==> src/rtl/i2c_flow_pkg.sv <==
package i2c_flow_pkg;

  localparam int BYTE_BITS = 8;

  // What the controller asks of the SDA driver in a given cycle
  typedef enum logic [1:0] {
    SDA_KEEP = 2'd0,
    SDA_REL  = 2'd1,
    SDA_LOW  = 2'd2,
    SDA_BIT  = 2'd3
  } sdaSel_e;

  // Strobes from control to datapath
  typedef struct packed {
    logic    sclPull;
    sdaSel_e sdaSel;
    logic    loadAddr;
    logic    capCmd;
    logic    loadPend;
    logic    shiftOut;
    logic    sampleAck;
    logic    slotClr;
  } lineStrb_t;

  typedef enum logic [3:0] {
    S_IDLE,
    S_STA_SU,
    S_STA_HD,
    S_LOAD,
    S_BIT,
    S_WAIT,
    S_STO_A,
    S_STO_B,
    S_STO_C,
    S_STO_D
  } ctlState_e;

endpackage

==> src/rtl/i2c_flow_qtimer.sv <==
module i2c_flow_qtimer #(
  parameter int QDIV = 4
) (
  input  logic clk,
  input  logic rstN,
  input  logic restart,
  input  logic hold,
  output logic tick
);

  localparam int CW = (QDIV > 1) ? $clog2(QDIV) : 1;
  localparam logic [CW-1:0] LAST = CW'(QDIV - 1);

  logic [CW-1:0] cnt;

  assign tick = !restart && !hold && (cnt == LAST);

  always_ff @(posedge clk or negedge rstN) begin
    if (!rstN)                cnt <= '0;
    else if (restart || tick) cnt <= '0;
    else if (!hold)           cnt <= cnt + 1'b1;
  end

endmodule

==> src/rtl/i2c_flow_datapath.sv <==
module i2c_flow_datapath
  import i2c_flow_pkg::*;
#(
  parameter logic [6:0] SLV_ADDR = 7'b1000000
) (
  input  logic                 clk,
  input  logic                 rstN,
  input  lineStrb_t            strb,
  input  logic [BYTE_BITS-1:0] cmdData,
  input  logic                 cmdLast,
  input  logic                 sdaIn,
  output logic                 sclDriveLow,
  output logic                 sdaDriveLow,
  output logic                 pendLast,
  output logic                 ackMiss,
  output logic                 ackSlot
);

  localparam int SLOT_W = $clog2(BYTE_BITS + 2);
  localparam logic [BYTE_BITS-1:0] ADDR_BYTE = {SLV_ADDR, 1'b0};

  logic [BYTE_BITS-1:0] shiftReg;
  logic [BYTE_BITS-1:0] pendReg;
  logic [SLOT_W-1:0]    slotCnt;

  assign ackSlot = (slotCnt == SLOT_W'(BYTE_BITS));

  always_ff @(posedge clk or negedge rstN) begin
    if (!rstN) begin
      shiftReg    <= '0;
      pendReg     <= '0;
      pendLast    <= 1'b0;
      slotCnt     <= '0;
      ackMiss     <= 1'b0;
      sclDriveLow <= 1'b0;
      sdaDriveLow <= 1'b0;
    end else begin
      if (strb.capCmd) begin
        pendReg  <= cmdData;
        pendLast <= cmdLast;
      end
      if (strb.loadAddr)      shiftReg <= ADDR_BYTE;
      else if (strb.loadPend) shiftReg <= pendReg;
      else if (strb.shiftOut) shiftReg <= {shiftReg[BYTE_BITS-2:0], 1'b0};

      if (strb.slotClr)       slotCnt <= '0;
      else if (strb.shiftOut) slotCnt <= slotCnt + 1'b1;

      if (strb.sampleAck) ackMiss <= sdaIn;

      sclDriveLow <= strb.sclPull;
      case (strb.sdaSel)
        SDA_REL:  sdaDriveLow <= 1'b0;
        SDA_LOW:  sdaDriveLow <= 1'b1;
        SDA_BIT:  sdaDriveLow <= ~shiftReg[BYTE_BITS-1];
        default:  sdaDriveLow <= sdaDriveLow;
      endcase
    end
  end

endmodule

==> src/rtl/i2c_flow_ctrl.sv <==
module i2c_flow_ctrl
  import i2c_flow_pkg::*;
(
  input  logic      clk,
  input  logic      rstN,
  input  logic      cmdValid,
  input  logic      slaveBusyN,
  input  logic      sclIn,
  input  logic      tick,
  input  logic      ackMiss,
  input  logic      ackSlot,
  input  logic      pendLast,
  output lineStrb_t strb,
  output logic      tmrRestart,
  output logic      tmrHold,
  output logic      cmdReady,
  output logic      linkFatal,
  output logic      xferDone
);

  ctlState_e st, stNx;
  logic [1:0] ph, phNx;
  logic isAddr, isAddrNx;
  logic fatalNx, doneNx;
  logic accept;

  assign cmdReady = (st == S_IDLE) || ((st == S_WAIT) && slaveBusyN);
  assign accept   = cmdValid && cmdReady;

  always_comb begin
    stNx        = st;
    phNx        = ph;
    isAddrNx    = isAddr;
    fatalNx     = linkFatal;
    doneNx      = 1'b0;
    strb        = '0;
    strb.sclPull = 1'b1;
    strb.sdaSel = SDA_KEEP;
    tmrRestart  = 1'b0;
    tmrHold     = 1'b0;
    case (st)
      S_IDLE: begin
        strb.sclPull = 1'b0;
        strb.sdaSel  = SDA_REL;
        tmrRestart   = 1'b1;
        if (accept) begin
          strb.capCmd   = 1'b1;
          strb.loadAddr = 1'b1;
          strb.slotClr  = 1'b1;
          fatalNx       = 1'b0;
          isAddrNx      = 1'b1;
          stNx          = S_STA_SU;
        end
      end
      S_STA_SU: begin
        strb.sclPull = 1'b0;
        strb.sdaSel  = SDA_REL;
        if (tick) stNx = S_STA_HD;
      end
      S_STA_HD: begin
        strb.sclPull = 1'b0;
        strb.sdaSel  = SDA_LOW;
        if (tick) begin
          stNx = S_BIT;
          phNx = 2'd0;
        end
      end
      S_LOAD: begin
        tmrRestart    = 1'b1;
        strb.loadPend = 1'b1;
        strb.slotClr  = 1'b1;
        stNx          = S_BIT;
        phNx          = 2'd0;
      end
      S_BIT: begin
        strb.sclPull = (ph < 2'd2);
        if (ph == 2'd1) strb.sdaSel = ackSlot ? SDA_REL : SDA_BIT;
        tmrHold = (ph >= 2'd2) && !sclIn;
        if (tick) begin
          phNx = ph + 2'd1;
          if ((ph == 2'd2) && ackSlot) strb.sampleAck = 1'b1;
          if (ph == 2'd3) begin
            strb.shiftOut = 1'b1;
            if (ackSlot) begin
              if (ackMiss) begin
                fatalNx = 1'b1;
                stNx    = S_STO_A;
              end else if (isAddr) begin
                isAddrNx = 1'b0;
                stNx     = S_LOAD;
              end else if (pendLast) begin
                stNx = S_STO_A;
              end else begin
                stNx = S_WAIT;
              end
            end
          end
        end
      end
      S_WAIT: begin
        tmrRestart = 1'b1;
        if (accept) begin
          strb.capCmd = 1'b1;
          stNx        = S_LOAD;
        end
      end
      S_STO_A: begin
        if (tick) stNx = S_STO_B;
      end
      S_STO_B: begin
        strb.sdaSel = SDA_LOW;
        if (tick) stNx = S_STO_C;
      end
      S_STO_C: begin
        strb.sclPull = 1'b0;
        tmrHold      = !sclIn;
        if (tick) stNx = S_STO_D;
      end
      S_STO_D: begin
        strb.sclPull = 1'b0;
        strb.sdaSel  = SDA_REL;
        if (tick) begin
          stNx   = S_IDLE;
          doneNx = 1'b1;
        end
      end
      default: stNx = S_IDLE;
    endcase
  end

  always_ff @(posedge clk or negedge rstN) begin
    if (!rstN) begin
      st        <= S_IDLE;
      ph        <= 2'd0;
      isAddr    <= 1'b0;
      linkFatal <= 1'b0;
      xferDone  <= 1'b0;
    end else begin
      st        <= stNx;
      ph        <= phNx;
      isAddr    <= isAddrNx;
      linkFatal <= fatalNx;
      xferDone  <= doneNx;
    end
  end

endmodule

==> src/rtl/i2c_flow_writer.sv <==
module i2c_flow_writer
  import i2c_flow_pkg::*;
#(
  parameter int         QDIV     = 4,
  parameter logic [6:0] SLV_ADDR = 7'b1000000
) (
  input  logic       clk,
  input  logic       rstN,
  input  logic       cmdValid,
  input  logic [7:0] cmdData,
  input  logic       cmdLast,
  output logic       cmdReady,
  input  logic       slaveBusyN,
  input  logic       sclIn,
  input  logic       sdaIn,
  output logic       sclDriveLow,
  output logic       sdaDriveLow,
  output logic       linkFatal,
  output logic       xferDone
);

  lineStrb_t strb;
  logic tmrRestart, tmrHold, tick;
  logic ackMiss, ackSlot, pendLast;

  i2c_flow_qtimer #(.QDIV(QDIV)) u_timer (
    .clk     (clk),
    .rstN    (rstN),
    .restart (tmrRestart),
    .hold    (tmrHold),
    .tick    (tick)
  );

  i2c_flow_ctrl u_ctrl (
    .clk        (clk),
    .rstN       (rstN),
    .cmdValid   (cmdValid),
    .slaveBusyN (slaveBusyN),
    .sclIn      (sclIn),
    .tick       (tick),
    .ackMiss    (ackMiss),
    .ackSlot    (ackSlot),
    .pendLast   (pendLast),
    .strb       (strb),
    .tmrRestart (tmrRestart),
    .tmrHold    (tmrHold),
    .cmdReady   (cmdReady),
    .linkFatal  (linkFatal),
    .xferDone   (xferDone)
  );

  i2c_flow_datapath #(.SLV_ADDR(SLV_ADDR)) u_dp (
    .clk         (clk),
    .rstN        (rstN),
    .strb        (strb),
    .cmdData     (cmdData),
    .cmdLast     (cmdLast),
    .sdaIn       (sdaIn),
    .sclDriveLow (sclDriveLow),
    .sdaDriveLow (sdaDriveLow),
    .pendLast    (pendLast),
    .ackMiss     (ackMiss),
    .ackSlot     (ackSlot)
  );

endmodule

==> config.mk <==
export PLATFORM = sky130hd
export DESIGN_NAME = i2c_flow_writer
export DESIGN_NICKNAME = d
export VERILOG_FILES = /design/src/rtl/i2c_flow_pkg.sv /design/src/rtl/i2c_flow_qtimer.sv /design/src/rtl/i2c_flow_datapath.sv /design/src/rtl/i2c_flow_ctrl.sv /design/src/rtl/i2c_flow_writer.sv
export SDC_FILE = /design/constraint.sdc
export NUM_CORES = 1
export LEC_CHECK = 0
export BUFFER_PORTS_ARGS = -buffer_cell sky130_fd_sc_hd__buf_4
export CAP_MARGIN = 10
export CORE_MARGIN = 5
export CORE_UTILIZATION = 35
export DETAILED_ROUTE_END_ITERATION = 7
export HOLD_SLACK_MARGIN = 0.1
export PLACE_DENSITY = 0.5
export SLEW_MARGIN = 5
export SYNTH_ARGS = -nofsm -noshare
export SYNTH_HDL_FRONTEND = slang
export SYNTH_HIERARCHICAL = 1
export SYNTH_SLANG_ARGS = --single-unit
==> constraint.sdc <==
create_clock -name clk -period 2.7 [get_ports clk]
set_input_delay 0.27 -clock clk [delete_from_list [all_inputs] [get_ports clk]]
set_output_delay 0.27 -clock clk [all_outputs]
set_load 0.02 [all_outputs]
== After elaboration in Yosys (flattened, before gate mapping) ==
Cells that the tools add are included.
Cells by class
  add/sub/neg operators: 3
  multiply operators: 0
  divide/modulo/power cells: 0
  order comparisons: 2
  equality and inequality tests: 31
  shift operators: 0
  multiplexer cells: 56
  bitwise logic cells: 1
  reduce and logical (&&, ||, !) cells: 25
Operators with widths (count)
  4-bit 2-to-1 mux: 15
  4-bit one-hot mux with 10 select lines: 1
  8-bit 2-to-1 mux: 3
  2-bit 2-to-1 mux: 10
  1-bit 2-to-1 mux: 18
  2-bit != test (second input constant): 9
  4-bit by 3-bit equality test with 1-bit output (second input constant): 4
  4-bit equality test (second input constant): 3
  1-bit one-hot mux with 2 select lines: 6
  2-bit one-hot mux with 3 select lines: 2
  6-bit AND reduction: 2
  11-bit AND reduction: 1
  2-bit equality test (second input constant): 5
  2-bit by 1-bit != test with 1-bit output (second input constant): 5
  3-bit nonzero test: 3
  4-bit by 2-bit equality test with 1-bit output (second input constant): 2
  1-bit logical AND: 6
  3-bit OR reduction: 2
  5-bit OR reduction: 1
  2-bit by 1-bit adder with 2-bit output (second input constant): 2
  4-bit by 1-bit adder with 4-bit output (second input constant): 1
  2-bit by 1-bit equality test with 1-bit output (second input constant): 2
  4-bit by 1-bit equality test with 1-bit output (second input constant): 1
  4-bit logical NOT: 1
  9 further kinds: 13
Storage, ports and cells
  register bits after elaboration: 35
  bits in latches: 0
  RAM bits: 0
  ROM bits: 0
  bits of input ports: 15
  output and inout port bits: 5
  word-level logic and storage cells: 131
  memories kept: 0

== Longest topological paths before layout ==
  depth in word-level cells: 11
  depth in mapped cells: 13
  mapped depth without buffers: 11

== By module ==
Netlist, hierarchy kept.
By module, submodules not included
  i2c_flow_datapath: times used 1, cells an instance 84, area each 1058.5 µm², sequential area each 600.6 µm²
  i2c_flow_ctrl: times used 1, cells an instance 106, area each 865.8 µm², sequential area each 225.2 µm²
  i2c_flow_qtimer: times used 1, cells an instance 10, area each 102.6 µm², sequential area each 50.0 µm²

== Worst setup path before layout ==
OpenSTA, ideal clock, no wires.
  path type: reg-to-reg
  start point: register u_ctrl.st[2]
  end point: register u_dp.shiftReg[0]
  setup time: 0.078 ns
  arrival: 2.764 ns
  required time: 2.622 ns
  slack: -0.142 ns
  cell stages (with the launch flop): 11
  buffers on the path: 2
  clock period less this slack: 2.842 ns
  path through: dfrtp_1 > buf_6 > buf_4 > inv_2 > nand2_1 > a2111oi_0 > nor3b_1 > and3_2 > and2_1 > or3b_2 > a21oi_1
RTL lines
  from (decl): RTL line i2c_flow_ctrl.sv:21  | ctlState_e st, stNx;
  from (signal assigned): RTL line i2c_flow_ctrl.sv:139  | st <= stNx;
  to (signal assigned): RTL line i2c_flow_datapath.sv:43  | else if (strb.loadPend) shiftReg <= pendReg;
  to (signal assigned): RTL line i2c_flow_datapath.sv:44  | else if (strb.shiftOut) shiftReg <= {shiftReg[BYTE_BITS-2:0], 1'b0};
  to (decl): RTL line i2c_flow_datapath.sv:22  | logic [BYTE_BITS-1:0] shiftReg;

==> results.md <==
- Outcome: finished clean
- Final Non-Filler Cells: 305
- Clock share of power: 14.8%
- Reg2reg end: u_dp/slotCnt[3]$_DFFE_PN0P_
- Seq pwr share: 35.4%
- Net Sw Frac: 40.1%
- Pwr dens: 1060 nW/um^2
- Asr flop ratio synth: 100%
- Critical Path End Type: flip-flop
- Worst-margin pin slew: 458 ps
- Slowest stage cell on the critical path: a2111oi_2
- Max transition margin: 69.5%
- Crit path largest cell delay: 470 ps
- Initial Utilization: 36.4%
- Setup CP Type: flip-flop to flip-flop
- Row cnt: 27
- Period utilization: 95.5%
- Post-synthesis sequential area ratio: 43.2%
- Period minus WS final: 2580 ps
- First-pass GRT wire length: 7470 um
- CTS tree: yes
- Max VDD drop: 0.469 mV
- Hold Crit Start: cmdData[0]
- Chip Width: 86.1 um
- Commonest non-fill, non-tap cells in the layout: 35 x buf_4, 35 x dfrtp_1, 18 x nor2_1
- Clock Tree Root: clkbuf_8
- LEAKAGE: 1.04 nW
- Layout net count: 253
- CP Launch Type: flip-flop
- Placed cell count: 296
- DRC: 0
- Gpl congestion: 0.829
- Hold Slack: 212 ps
- Inserted Diodes: 0
- Reg2reg path depth: 9
- Logic gate share of total power: 49.7%
- Layout cells sized above 1: 29.2%
- Vias in the first global route: 1520
- Reg-to-reg slack, setup: 120 ps
- Netlist Area Pre-Place: 2030 um^2
- Internal: 0.00151 W
- Drt via density: 5.14
- Initial antenna violation count: 0
- Hold WC Path Type: primary input to flip-flop
- Max cap viols: 0
- Hold EP: u_dp/pendReg[0]$_DFFE_PN0P_
- Worst-Skew Late Latency: 280 ps
- Router iterations before antenna repair: 4
- Arrival time of the worst setup path: 2750 ps
- Yosys warns: 6
- EDFF count, synth: 0
- Post-Syn Instances: 200
- Final setup fails: 0
- Design Power: 0.00252 W
- Flops & latches, synth: 35
- Post-Syn Nets: 221
- Routed WL per cell: 14.5 um
- Largest net degree at the start of global routing: 36
- Vias after detailed routing: 1568
- CTS sink count: 35
- Hold Crit Depth: 2
- Syn Area/Cell: 10.1 um^2
- Required time of the critical path: 2870 ps
- Critical path, cell by cell: nor2b_4, o21ai_0, a2111oi_2, nor3b_1, and3_2, and2_2, buf_4, nand4_1, mux2_2
- Gr ovfl total: 0
- CP top delay family: simple AND/OR/NAND/NOR gates
- Top FF cell, synth: dfrtp_1
- H-Tree Depth: 2
- Worst-path maximum fanout: 6
- Layout area overhead: 17.3%
- Die area: 7410 um^2
- Final hold violation count: 0
- Synth unique cells: 55
- Worst-path clk slew: 70 ps
- Reg-to-Reg Start: u_ctrl/st[2]$_DFFE_PN0P_
- Skew final: 7.42 ps
- Io pins: 20
- Cts bufs inserted: 5
- Max Clock Freq: 388 MHz
- Post-DRT Antenna Nets: 0
- Switching power total: 0.00101 W
- Post-CTS setup buffers: 0
- Core area: 5570 um^2
- Total GRT Usage: 12.6%
- DP HPWL: 3230 um
- Port bufs: 19
- Buffer depth of the longest clock path: 2
- Post-Route WL: 4420 um
- Crit path buf inv count: 1
- Slew Limit Fails: 0
- Die height: 86.1 um
- DR iter-0 viols: 64
state kept, by name, indices dropped and copies added, names as in the netlist:
name	count
u_ctrl/st	4
u_ctrl/linkFatal	1
u_dp/shiftReg	8
u_ctrl/isAddr	1
u_dp/pendReg	8
u_dp/sclDriveLow	1
u_dp/slotCnt	4
u_dp/sdaDriveLow	1
u_dp/ackMiss	1
u_ctrl/xferDone	1
u_dp/pendLast	1
u_ctrl/ph	2
u_timer/cnt	2
stage by stage:
step / util, % / TNS (ps) / worst slack (ps) / instance area (um^2)
after floorplan: - / 0 / 13.9 / 2030
after global placement: 40.8 / 0 / 222 / 2270
after detailed placement: 40.8 / 0 / 49.1 / 2270
after CTS: 42.5 / 0 / 22.1 / 2370
after global routing: 42.7 / -30.4 / -23.0 / 2380
final: 42.7 / 0 / 122 / 2380
power groups by stage:
stage                     clock network (W)  registers (W)  logic, W
after floorplan                           0       0.000874  0.000927
after global placement                    0       0.000895   0.00125
after detailed placement                  0       0.000898   0.00124
after CTS                          0.000383       0.000889   0.00124
after global routing               0.000398       0.000921   0.00138
final                              0.000374       0.000891   0.00125
cells by family (layout without fill, tap and decap cells):
group,count (synthesis),after routing,synth area share (%)
xor gates and xnor gates,1,1,0.432
and+or+nand+nor,73,73,19.9
buffers and inverters,22,55,7.28
AOI/OAI and AO/OA,44,44,15.4
muxes,19,19,10.1
adders and majority gates,6,6,3.70
DFF,35,35,43.2
cell usage after synthesis, drive strengths merged, types with 4 or more instances:
| cell type | instances | area share, % |
|---|---|---|
| dfrtp | 35 | 43 |
| nor2 | 18 | 3.3 |
| a21oi | 15 | 3.7 |
| nand2 | 14 | 2.6 |
| inv | 11 | 2.0 |
| mux2 | 11 | 6.1 |
| a211oi | 9 | 3.3 |
| nor2b | 9 | 3.1 |
| mux2i | 8 | 4.0 |
| clkbuf | 6 | 3.1 |
| ha | 6 | 3.7 |
| nor3 | 6 | 1.7 |
| buf | 5 | 2.1 |
| o211ai | 4 | 1.7 |
worst max-delay path by stage:
stage / startpoint / end / slack (ps) / cells after the start
finish: u_ctrl/st[2]$_DFFE_PN0P_ / u_dp/slotCnt[3]$_DFFE_PN0P_ / 120 / 9
global placement: u_ctrl/st[2]$_DFFE_PN0P_ / u_dp/slotCnt[3]$_DFFE_PN0P_ / 220 / 9
global route: u_ctrl/st[2]$_DFFE_PN0P_ / u_dp/slotCnt[3]$_DFFE_PN0P_ / -20 / 9
floorplan: u_ctrl/st[2]$_DFFE_PN0P_ / u_dp/shiftReg[0]$_DFFE_PN0P_ / 10 / 10
detailed placement: u_ctrl/st[2]$_DFFE_PN0P_ / u_dp/slotCnt[3]$_DFFE_PN0P_ / 50 / 9
CTS: u_ctrl/st[2]$_DFFE_PN0P_ / u_dp/slotCnt[3]$_DFFE_PN0P_ / 20 / 9
timing repair:
item | 4_1_cts | 5_1_grt
gates resized for setup | 0 | 3
hold endpoints to repair | 35 | 0
hold buffers | 1 | 0
setup endpoints to repair | 0 | 7
layer usage:
metal,up-vias,wire length [um],global-route usage (%)
li1,783,-,-
met1,746,2240,18.3
met2,37,1940,18.5
met3,2,220,2.88
met4,0,22,3.45
met5,-,0,0
layout make-up:
type | count | area, um^2
repair buffers | 36 | 273
fillers | 562 | 3200
inverters | 11 | 41.3
flip-flops and latches | 35 | 876
clock buffers | 6 | 72.6
well taps | 72 | 90.1
clock inverters | 2 | 12.5
multi-input cells | 143 | 1010
worst reg2reg max path, cell delays in order (launching register included):
cell	delay, ps
dfrtp_1	450
nor2b_4	220
o21ai_0	130
a2111oi_2	470
nor3b_1	120
and3_2	230
and2_2	250
buf_4	170
nand4_1	90
mux2_2	330
Power figures use the tool's default switching activity.
